<file path="src/rtl/adc_rd_pkg.sv">
package adc_rd_pkg;

    typedef enum logic [2:0] {
        ST_IDLE,
        ST_ADDR,
        ST_ADDR_ACK,
        ST_TX_HI,
        ST_MACK_HI,
        ST_TX_LO,
        ST_MACK_LO,
        ST_WAIT
    } slv_state_t;

    localparam logic [3:0] ADDR_PREFIX = 4'b1001;
    localparam int unsigned BYTE_W = 8;

endpackage

</file>
<file path="src/rtl/adc_line_sync.sv">
module adc_line_sync #(
    parameter int unsigned STAGES = 2
) (
    input  logic clk,
    input  logic rst_n,
    input  logic pin_in,
    output logic level,
    output logic rise,
    output logic fall
);
    logic [STAGES-1:0] chain_q;
    logic              prev_q;

    always_ff @(posedge clk or negedge rst_n) begin
        if (!rst_n) begin
            chain_q <= '1;
            prev_q  <= 1'b1;
        end else begin
            chain_q <= {chain_q[STAGES-2:0], pin_in};
            prev_q  <= chain_q[STAGES-1];
        end
    end

    assign level = chain_q[STAGES-1];
    assign rise  = level & ~prev_q;
    assign fall  = ~level & prev_q;
endmodule

</file>
<file path="src/rtl/adc_sample_model.sv">
module adc_sample_model #(
    parameter int unsigned DATA_W  = 12,
    parameter int unsigned LATENCY = 4
) (
    input  logic              clk,
    input  logic              rst_n,
    input  logic              start,
    input  logic [DATA_W-1:0] code_in,
    output logic [DATA_W-1:0] result
);
    localparam int unsigned CNT_W = $clog2(LATENCY + 1);

    logic [DATA_W-1:0] hold_q;
    logic [CNT_W-1:0]  cnt_q;

    always_ff @(posedge clk or negedge rst_n) begin
        if (!rst_n) begin
            hold_q <= '0;
            cnt_q  <= '0;
            result <= '0;
        end else if (start) begin
            hold_q <= code_in;
            cnt_q  <= CNT_W'(LATENCY);
        end else if (cnt_q != '0) begin
            cnt_q <= cnt_q - 1'b1;
            if (cnt_q == CNT_W'(1)) begin
                result <= hold_q;
            end
        end
    end
endmodule

</file>
<file path="src/rtl/adc_rd_fsm.sv">
module adc_rd_fsm
    import adc_rd_pkg::*;
#(
    parameter int unsigned DATA_W = 12
) (
    input  logic              clk,
    input  logic              rst_n,
    input  logic              scl_rise,
    input  logic              scl_fall,
    input  logic              scl_lvl,
    input  logic              sda_lvl,
    input  logic              sda_rise,
    input  logic              sda_fall,
    input  logic [2:0]        addr_sel,
    input  logic [DATA_W-1:0] result,
    output logic              sda_oe,
    output logic              strobe
);
    localparam int unsigned PAD_W = 2 * BYTE_W - DATA_W;
    localparam int unsigned HI_W  = DATA_W - BYTE_W;

    slv_state_t        state_q, state_d;
    logic [3:0]        bit_q;
    logic [BYTE_W-1:0] rx_q;
    logic [BYTE_W-1:0] tx_q;
    logic [BYTE_W-1:0] lo_q;
    logic              mack_q;
    logic              start_cond, stop_cond, addr_hit, last_bit;

    assign start_cond = scl_lvl & sda_fall;
    assign stop_cond  = scl_lvl & sda_rise;
    assign addr_hit   = (rx_q[7:1] == {ADDR_PREFIX, addr_sel}) & rx_q[0];
    assign last_bit   = (bit_q == 4'd7);

    // next-state logic
    always_comb begin
        state_d = state_q;
        if (stop_cond) begin
            state_d = ST_IDLE;
        end else if (start_cond) begin
            state_d = ST_ADDR;
        end else begin
            unique case (state_q)
                ST_IDLE:     state_d = ST_IDLE;
                ST_ADDR:     if (scl_fall && bit_q == 4'd8)
                                 state_d = addr_hit ? ST_ADDR_ACK : ST_WAIT;
                ST_ADDR_ACK: if (scl_fall) state_d = ST_TX_HI;
                ST_TX_HI:    if (scl_fall && last_bit) state_d = ST_MACK_HI;
                ST_MACK_HI:  if (scl_fall) state_d = mack_q ? ST_WAIT : ST_TX_LO;
                ST_TX_LO:    if (scl_fall && last_bit) state_d = ST_MACK_LO;
                ST_MACK_LO:  if (scl_fall) state_d = mack_q ? ST_WAIT : ST_TX_HI;
                ST_WAIT:     state_d = ST_WAIT;
                default:     state_d = ST_IDLE;
            endcase
        end
    end

    // state register
    always_ff @(posedge clk or negedge rst_n) begin
        if (!rst_n) state_q <= ST_IDLE;
        else        state_q <= state_d;
    end

    // bit counter and shift registers
    always_ff @(posedge clk or negedge rst_n) begin
        if (!rst_n) begin
            bit_q  <= '0;
            rx_q   <= '0;
            tx_q   <= '0;
            lo_q   <= '0;
            mack_q <= 1'b1;
        end else if (start_cond || stop_cond) begin
            bit_q <= '0;
        end else begin
            unique case (state_q)
                ST_ADDR: begin
                    if (scl_rise && bit_q < 4'd8) begin
                        rx_q  <= {rx_q[6:0], sda_lvl};
                        bit_q <= bit_q + 1'b1;
                    end
                end
                ST_ADDR_ACK, ST_MACK_LO: begin
                    if (state_q == ST_MACK_LO && scl_rise) mack_q <= sda_lvl;
                    if (scl_fall) begin
                        tx_q  <= {{PAD_W{1'b0}}, result[DATA_W-1 -: HI_W]};
                        lo_q  <= result[BYTE_W-1:0];
                        bit_q <= '0;
                    end
                end
                ST_TX_HI, ST_TX_LO: begin
                    if (scl_fall) begin
                        tx_q  <= {tx_q[BYTE_W-2:0], 1'b0};
                        bit_q <= last_bit ? 4'd0 : bit_q + 1'b1;
                    end
                end
                ST_MACK_HI: begin
                    if (scl_rise) mack_q <= sda_lvl;
                    if (scl_fall) begin
                        tx_q  <= lo_q;
                        bit_q <= '0;
                    end
                end
                default: ;
            endcase
        end
    end

    // outputs
    always_comb begin
        sda_oe = 1'b0;
        strobe = 1'b0;
        unique case (state_q)
            ST_ADDR_ACK:        sda_oe = 1'b1;
            ST_TX_HI, ST_TX_LO: sda_oe = ~tx_q[BYTE_W-1];
            default:            sda_oe = 1'b0;
        endcase
        if (!start_cond && !stop_cond && scl_fall) begin
            if (state_q == ST_ADDR && bit_q == 4'd8 && addr_hit) strobe = 1'b1;
            if (state_q == ST_TX_LO && last_bit)                 strobe = 1'b1;
        end
    end
endmodule

</file>
<file path="src/rtl/adc_rd_slave.sv">
module adc_rd_slave #(
    parameter int unsigned DATA_W      = 12,
    parameter int unsigned LATENCY     = 4,
    parameter int unsigned SYNC_STAGES = 2
) (
    input  logic              clk,
    input  logic              rst_n,
    input  logic              scl_in,
    input  logic              sda_in,
    input  logic [2:0]        addr_sel,
    input  logic [DATA_W-1:0] analog_code,
    output logic              sda_oe,
    output logic              sample_strobe
);
    logic scl_lvl, scl_rise, scl_fall;
    logic sda_lvl, sda_rise, sda_fall;
    logic [DATA_W-1:0] conv_result;

    adc_line_sync #(.STAGES(SYNC_STAGES)) u_scl_sync (
        .clk(clk), .rst_n(rst_n), .pin_in(scl_in),
        .level(scl_lvl), .rise(scl_rise), .fall(scl_fall)
    );

    adc_line_sync #(.STAGES(SYNC_STAGES)) u_sda_sync (
        .clk(clk), .rst_n(rst_n), .pin_in(sda_in),
        .level(sda_lvl), .rise(sda_rise), .fall(sda_fall)
    );

    adc_sample_model #(.DATA_W(DATA_W), .LATENCY(LATENCY)) u_model (
        .clk(clk), .rst_n(rst_n), .start(sample_strobe),
        .code_in(analog_code), .result(conv_result)
    );

    adc_rd_fsm #(.DATA_W(DATA_W)) u_fsm (
        .clk(clk), .rst_n(rst_n),
        .scl_rise(scl_rise), .scl_fall(scl_fall), .scl_lvl(scl_lvl),
        .sda_lvl(sda_lvl), .sda_rise(sda_rise), .sda_fall(sda_fall),
        .addr_sel(addr_sel), .result(conv_result),
        .sda_oe(sda_oe), .strobe(sample_strobe)
    );
endmodule

</file>
<file path="config.mk">
export PLATFORM = sky130hd
export DESIGN_NAME = adc_rd_slave
export DESIGN_NICKNAME = d
export VERILOG_FILES = /design/src/rtl/adc_rd_pkg.sv /design/src/rtl/adc_line_sync.sv /design/src/rtl/adc_sample_model.sv /design/src/rtl/adc_rd_fsm.sv /design/src/rtl/adc_rd_slave.sv
export SDC_FILE = /design/constraint.sdc
export NUM_CORES = 1
export LEC_CHECK = 0
export ABC_AREA = 0
export CAP_MARGIN = 30
export CORE_MARGIN = 2
export CORE_UTILIZATION = 37
export DETAILED_ROUTE_END_ITERATION = 12
export DONT_BUFFER_PORTS = 1
export SLEW_MARGIN = 20
export SYNTH_ARGS = -nofsm -noshare
export SYNTH_HDL_FRONTEND = slang
export SYNTH_SLANG_ARGS = --single-unit
</file>
<file path="constraint.sdc">
create_clock -name clk -period 1.7 [get_ports clk]
set_input_delay 0.34 -clock clk [delete_from_list [all_inputs] [get_ports clk]]
set_output_delay 0.34 -clock clk [all_outputs]
set_load 0.05 [all_outputs]
</file>
Yosys cells after proc, flatten, opt, wreduce, memory -nomap -nowiden
Index checks and enable logic that the tools add are counted.
Cells by class
  equality and inequality tests: 25
  div/mod/pow operators: 0
  multipliers: 0
  reduce and logical (&&, ||, !) cells: 28
  add/sub/neg operators: 2
  magnitude comparators: 1
  shift-type cells: 0
  bitwise logic cells: 14
  mux-type cells: 31
Operator list (number)
  $mux W3: 12
  $mux W8: 3
  $ne A4 B1 Y1 const B: 6
  $pmux W3 S8: 1
  $pmux W8 S3: 1
  $mux W4: 5
  $eq A3 B3 Y1 const B: 4
  $pmux W4 S3: 1
  $ne A2 B1 Y1 const B: 5
  $logic_and A1 B1 Y1: 9
  $ne A3 B1 Y1 const B: 3
  $reduce_and A3 Y1: 3
  $reduce_and A4 Y1: 2
  $and A1 B1 Y1: 7
  $eq A7 B7 Y1: 1
  $not A1 Y1: 7
  $eq A3 B1 Y1 const B: 2
  $eq A3 B2 Y1 const B: 2
  $reduce_and A6 Y1: 1
  $reduce_bool A3 Y1: 2
  $mux W1: 5
  $reduce_and A5 Y1: 1
  $add A4 B1 Y4 const B: 1
  $eq A4 B3 Y1 const B: 1
  other kinds (12): 16
Storage, ports and cells
  latch bits: 0
  memories: 0
  ROM bits: 0
  register bits: 65
  bits in writable memories: 0

Longest topological paths before layout
  depth in word-level cells: 9
  depth in mapped cells: 9

Modules after synthesis
Synthesis repeated with hierarchy kept, for this count alone.
Unflattened totals
  cells, all modules: 250
  area, all modules: 3047.9 sq um
By module, submodules not included
  adc_rd_fsm: times used 1, seq. area each 802.0 sq um, cells each 172, area each 1771.7 sq um
  adc_sample_model: times used 1, seq. area each 675.6 sq um, cells each 68, area each 1088.5 sq um
  adc_line_sync: times used 2, seq. area each 78.8 sq um, cells each 5, area each 93.8 sq um

Least setup slack after synthesis
No wires, ideal clock.
  path kind: register to output
  start: reg u_fsm.state_q[0]
  end: out sda_oe
  cell stages (with the launch flop): 5
  data arrival time: 2.026 ns
  setup slack: -0.666 ns
  path through: dfrtp_1 buf_2 clkbuf_1 and2_1 o32ai_1
On the way
  longest elaborated chain between the ends: 3
  elaborated cells on any way between the ends: 5
Ends and longest elaborated chain
  start, declared: RTL line adc_rd_fsm.sv:22  | slv_state_t state_q, state_d;
  start signal, assigned: RTL line adc_rd_fsm.sv:61  | else state_q <= state_d;
  $eq A3 B2 Y1 / $eq A3 B3 Y1 (equally long branches): RTL line adc_rd_fsm.sv:112  | unique case (state_q)
  $reduce_or A2 Y1: RTL line adc_rd_fsm.sv:112
  $pmux W1 S2 *: RTL line adc_rd_fsm.sv:112
  end, declared: RTL line adc_rd_slave.sv:12  | output logic sda_oe,
Mark *: on every way between the ends. The rest lies on a longest branch, timed or not.

Worst setup path after layout
  start: reg u_fsm.bit_q[1]
  end: out sample_strobe
On the way
  longest elaborated chain between the ends: 6
  elaborated cells on any way between the ends: 8
Ends and longest elaborated chain
  start, declared: RTL line adc_rd_fsm.sv:23  | logic [3:0] bit_q;
  start signal, assigned: RTL line adc_rd_fsm.sv:79  | bit_q <= bit_q + 1'b1;
  start signal, assigned: RTL line adc_rd_fsm.sv:93  | bit_q <= last_bit ? 4'd0 : bit_q + 1'b1;
  $eq A4 B4 Y1: RTL line adc_rd_fsm.sv:118  | if (state_q == ST_ADDR && bit_q == 4'd8 && addr_hit) strobe = 1'b1;
  $logic_and A1 B1 Y1 (2 in series): RTL line adc_rd_fsm.sv:118
  $mux W1: RTL line adc_rd_fsm.sv:118
  $mux W1 *: RTL line adc_rd_fsm.sv:119  | if (state_q == ST_TX_LO && last_bit) strobe = 1'b1;
  $mux W1 *: RTL line adc_rd_fsm.sv:117  | if (!start_cond && !stop_cond && scl_fall) begin
  end, declared: RTL line adc_rd_slave.sv:13  | output logic sample_strobe
Marked as above.

==> impl_metrics.yaml <==
run_status:
  status: "finished, violations left"
  violations: "negative hold slack, negative setup slack"
grt:
  grt_use_total_pct: 16.75
  grt_overflow_total: 0
  grt_max_degree: 66
  grt_pass1_wl_um: 13300
  grt_pass1_vias: 2761
  grt_antenna_before_repair: 0
power_and_ir_drop:
  sw_frac_of_total_pct: 34.00
  vdd_drop_max_v: 0.0007946
  clock_power_share_pct: 22.9
  p_leak_nw: 2.044
  combinationalPowerShare_pct: 42.4
  p_sw_mw: 1.944
  pwr-share-seq_pct: 34.7
  p_int_mw: 3.774
  powerDensity_nw_per_um2: 1235
critical_path:
  cp.required_ns: 1.36
  cp.arrival_ns: 1.73
  critPathMaxFanout: 2
  cp-end-kind: "output port"
  crit_type: "flop to output port"
  crit_path_start_kind: "flop"
  worst-r2r-setup-slack_ns: -0.36
synthesis:
  ys_ff_latch: 65
  synth_seq_area_share_pct: 48.37
  yosysTopAreaCellShare_pct: 42.93
  synth_top_area_cell: "dfrtp_1"
  synth_warnings: 0
  syn_area_sq_um: 3381
  syn_avg_cell_area_sq_um: 10.06
  synthTopCellsByArea: "dfrtp_1, mux2_2, nand3_1"
  synth_edf_count: 0
  synthArstFlopShare_pct: 100.0
  syn_inst: 336
  synthDistinctLibCells: 50
  synth_ff_type: "dfrtp_1"
  syn_nets: 360
placement:
  gp_congestion: 0.8127
  io_buffers: 0
  pre_cts_slack_ns: -0.1645
  place_inst: 465
  placed_cell_area_sq_um: 3779
  hpwl_um: 5044
floorplan:
  die_w_um: 99.59
  pin_count: 21
  initial_core_util_pct: 38.39
  coreArea_sq_um: 8806
  die_y_um: 99.59
  rows: 34
  die_area_sq_um: 9918
timing:
  setup_viol: 38
  maxSlewViolCount: 0
  max_clock_freq_mhz: 483.8
  fin_hold_ws_ns: -0.3078
  fin_skew_ns: 0.006166
  rsz0062_at_grt: "true"
  finalCritPeriodShare_pct: 121.6
  maxSlewHeadroom_pct: 71.03
  worst_pin_slew_ns: 0.4287
  period_needed_ns: 2.067
  hold_viol: 65
  worst_slack_ns: -0.3668
finish:
  area_growth_pct: 37.01
  antenna_cells: 0
  final_cells: 513
  utilization_pct: 52.60
  final_nets: 424
  design_area_sq_um: 4632
  layout-drive-gt1-share_pct: 46.17
route:
  via_per_inst: 5.458
  first_iter_violations: 164
  post_drt_wl_per_cell_um: 15.70
  drc: 0
  firstDrtPassIters: 4
  via_count: 2800
  wl_um: 8054
  ant_nets: 0
clock_tree:
  clkLatencyLatePin_ns: 0.34
  htree_levels: 3
  cts_buffer_depth: 2
  cts_tree: "yes"
  clkSlewWorstSetupHoldPaths_ns: 0.07
  cts-root-buf: "clkbuf_8"
  cts_inserted_buffers: 9
  postCtsHoldBufs: 2
  clock_sinks: 65
flow_run:
  maxCapViolations: 0
hold_path:
  hp-class: "input pin to asynchronous set/reset pin"
-- placed cells by master, fill, tap and decap left out, types with 4 or more instances in the layout --
master,count
xnor2_1,4
a311o_1,10
mux2_2,17
buf_12,5
clkbuf_8,10
nor3_2,6
dfrtp_1,57
a31oi_1,4
nor3_1,9
nand3_1,35
nand2_1,39
and2_1,4
nand3_2,6
dfstp_2,7
mux2_4,10
nor2_1,7
o21ai_0,12
a21oi_1,6
buf_4,53
buf_6,13
o21ai_1,4
-- power by group through the flow --
stage	combinational (mW)	sequential, mW	clock [mW]
finish	2.42	1.98	1.31
global route	2.63	2.02	1.42
CTS	1.99	1.98	1.35
detailed placement	1.73	2.02	0
global placement	1.72	2.01	0
floorplan	1.15	1.95	0
-- final cells by class --
cell class,count,area (sq um)
well taps,108,135.1
multi-input cells,242,1924
fillers,736,4174
repair buffers,75,706.9
clock inverters,5,56.30
flip-flops and latches,65,1637
inverters,7,31.28
clock buffers,11,141.4
-- cells in the mapped netlist, types with 2 or more instances --
| master | count |
|---|---|
| a21oi_1 | 9 |
| o21ai_0 | 16 |
| a311o_1 | 10 |
| or2_2 | 3 |
| nand2b_1 | 2 |
| dfstp_2 | 7 |
| ha_1 | 5 |
| nand2_1 | 41 |
| o22ai_1 | 5 |
| nand3b_1 | 3 |
| mux2_1 | 8 |
| a22oi_1 | 4 |
| clkbuf_1 | 8 |
| nor2_2 | 3 |
| buf_6 | 3 |
| nor3b_1 | 5 |
| xnor2_1 | 4 |
| o21ai_1 | 2 |
| a31oi_1 | 6 |
| xor2_1 | 2 |
| o311ai_1 | 3 |
| buf_2 | 10 |
| inv_1 | 6 |
| nor2_1 | 7 |
| o31ai_1 | 2 |
| and3_1 | 3 |
| mux2_2 | 20 |
| nand4_1 | 2 |
| nor3_1 | 15 |
| nand3_2 | 2 |
| o32ai_1 | 2 |
| dfrtp_1 | 58 |
| nand3_1 | 39 |
| and2_1 | 5 |
-- sequential cells by signal (all words and copies together), names as in the netlist --
name and cells:
u_fsm.bit_q 4, u_sda_sync.prev_q 1, u_fsm.mack_q 1, u_fsm.rx_q 8
u_model.cnt_q 3, u_sda_sync.chain_q 2, u_fsm.state_q 3, u_model.result 12
u_scl_sync.chain_q 2, u_scl_sync.prev_q 1, u_fsm.lo_q 8, u_model.hold_q 12
u_fsm.tx_q 8
-- kinds of logic after synthesis --
family | synth area share [%]
compound gates | 12.81
mux | 9.327
simple gates | 21.76
buf+inv | 4.330
xor+xnor | 1.554
fa+ha+maj | 1.850
flops | 48.37
-- repair_timing --
item                                    4_1_cts  5_1_grt
endpoints found under the setup margin       36       40
hold endpoints to repair                     67       65
pin swaps                                    14       13
buffers inserted                             20       11
resized for setup                            54       42
gates cloned                                  1        0
-- final timing paths --
kind,start,cells after the start,endpoint
worst min-delay path,rst_n,0,u_fsm.rx_q[2]
min in group clk,analog_code[9],1,u_model.hold_q[9]
worst min register to register,u_scl_sync.chain_q[0],0,u_scl_sync.chain_q[1]
worst max-delay path,u_fsm.bit_q[1],8,sample_strobe
max in group asynchronous,rst_n,0,u_fsm.mack_q
worst max register to register,u_fsm.bit_q[1],11,u_fsm.state_q[2]
-- worst max-delay path: stages (launching register included) --
cell and delay [ns]:
dfrtp_1 0.39, inv_2 0.08, ha_4 0.12, and3b_2 0.21, nand3_2 0.09, nor3_4 0.18, o21ai_4 0.09, inv_4 0.09
buf_12 0.13
-- stage by stage --
step	setup TNS (ns)	power [mW]
final	-6.900	5.718
after global routing	-11.19	6.069
after CTS	-6.549	5.322
after detailed placement	-3.537	3.747
after global placement	-2.316	3.725
after floorplan	-2.019	3.105
-- metal layers --
layer | vias up | track usage, % | share of wire (%)
met5 | - | 0 | 0
met4 | 0 | 6.217 | 1.6
met3 | 10 | 2.952 | 3.5
met2 | 57 | 26.87 | 50
met1 | 1376 | 22.80 | 45
li1 | 1357 | - | -
Note: power is estimated with default switching activity, not from simulation.
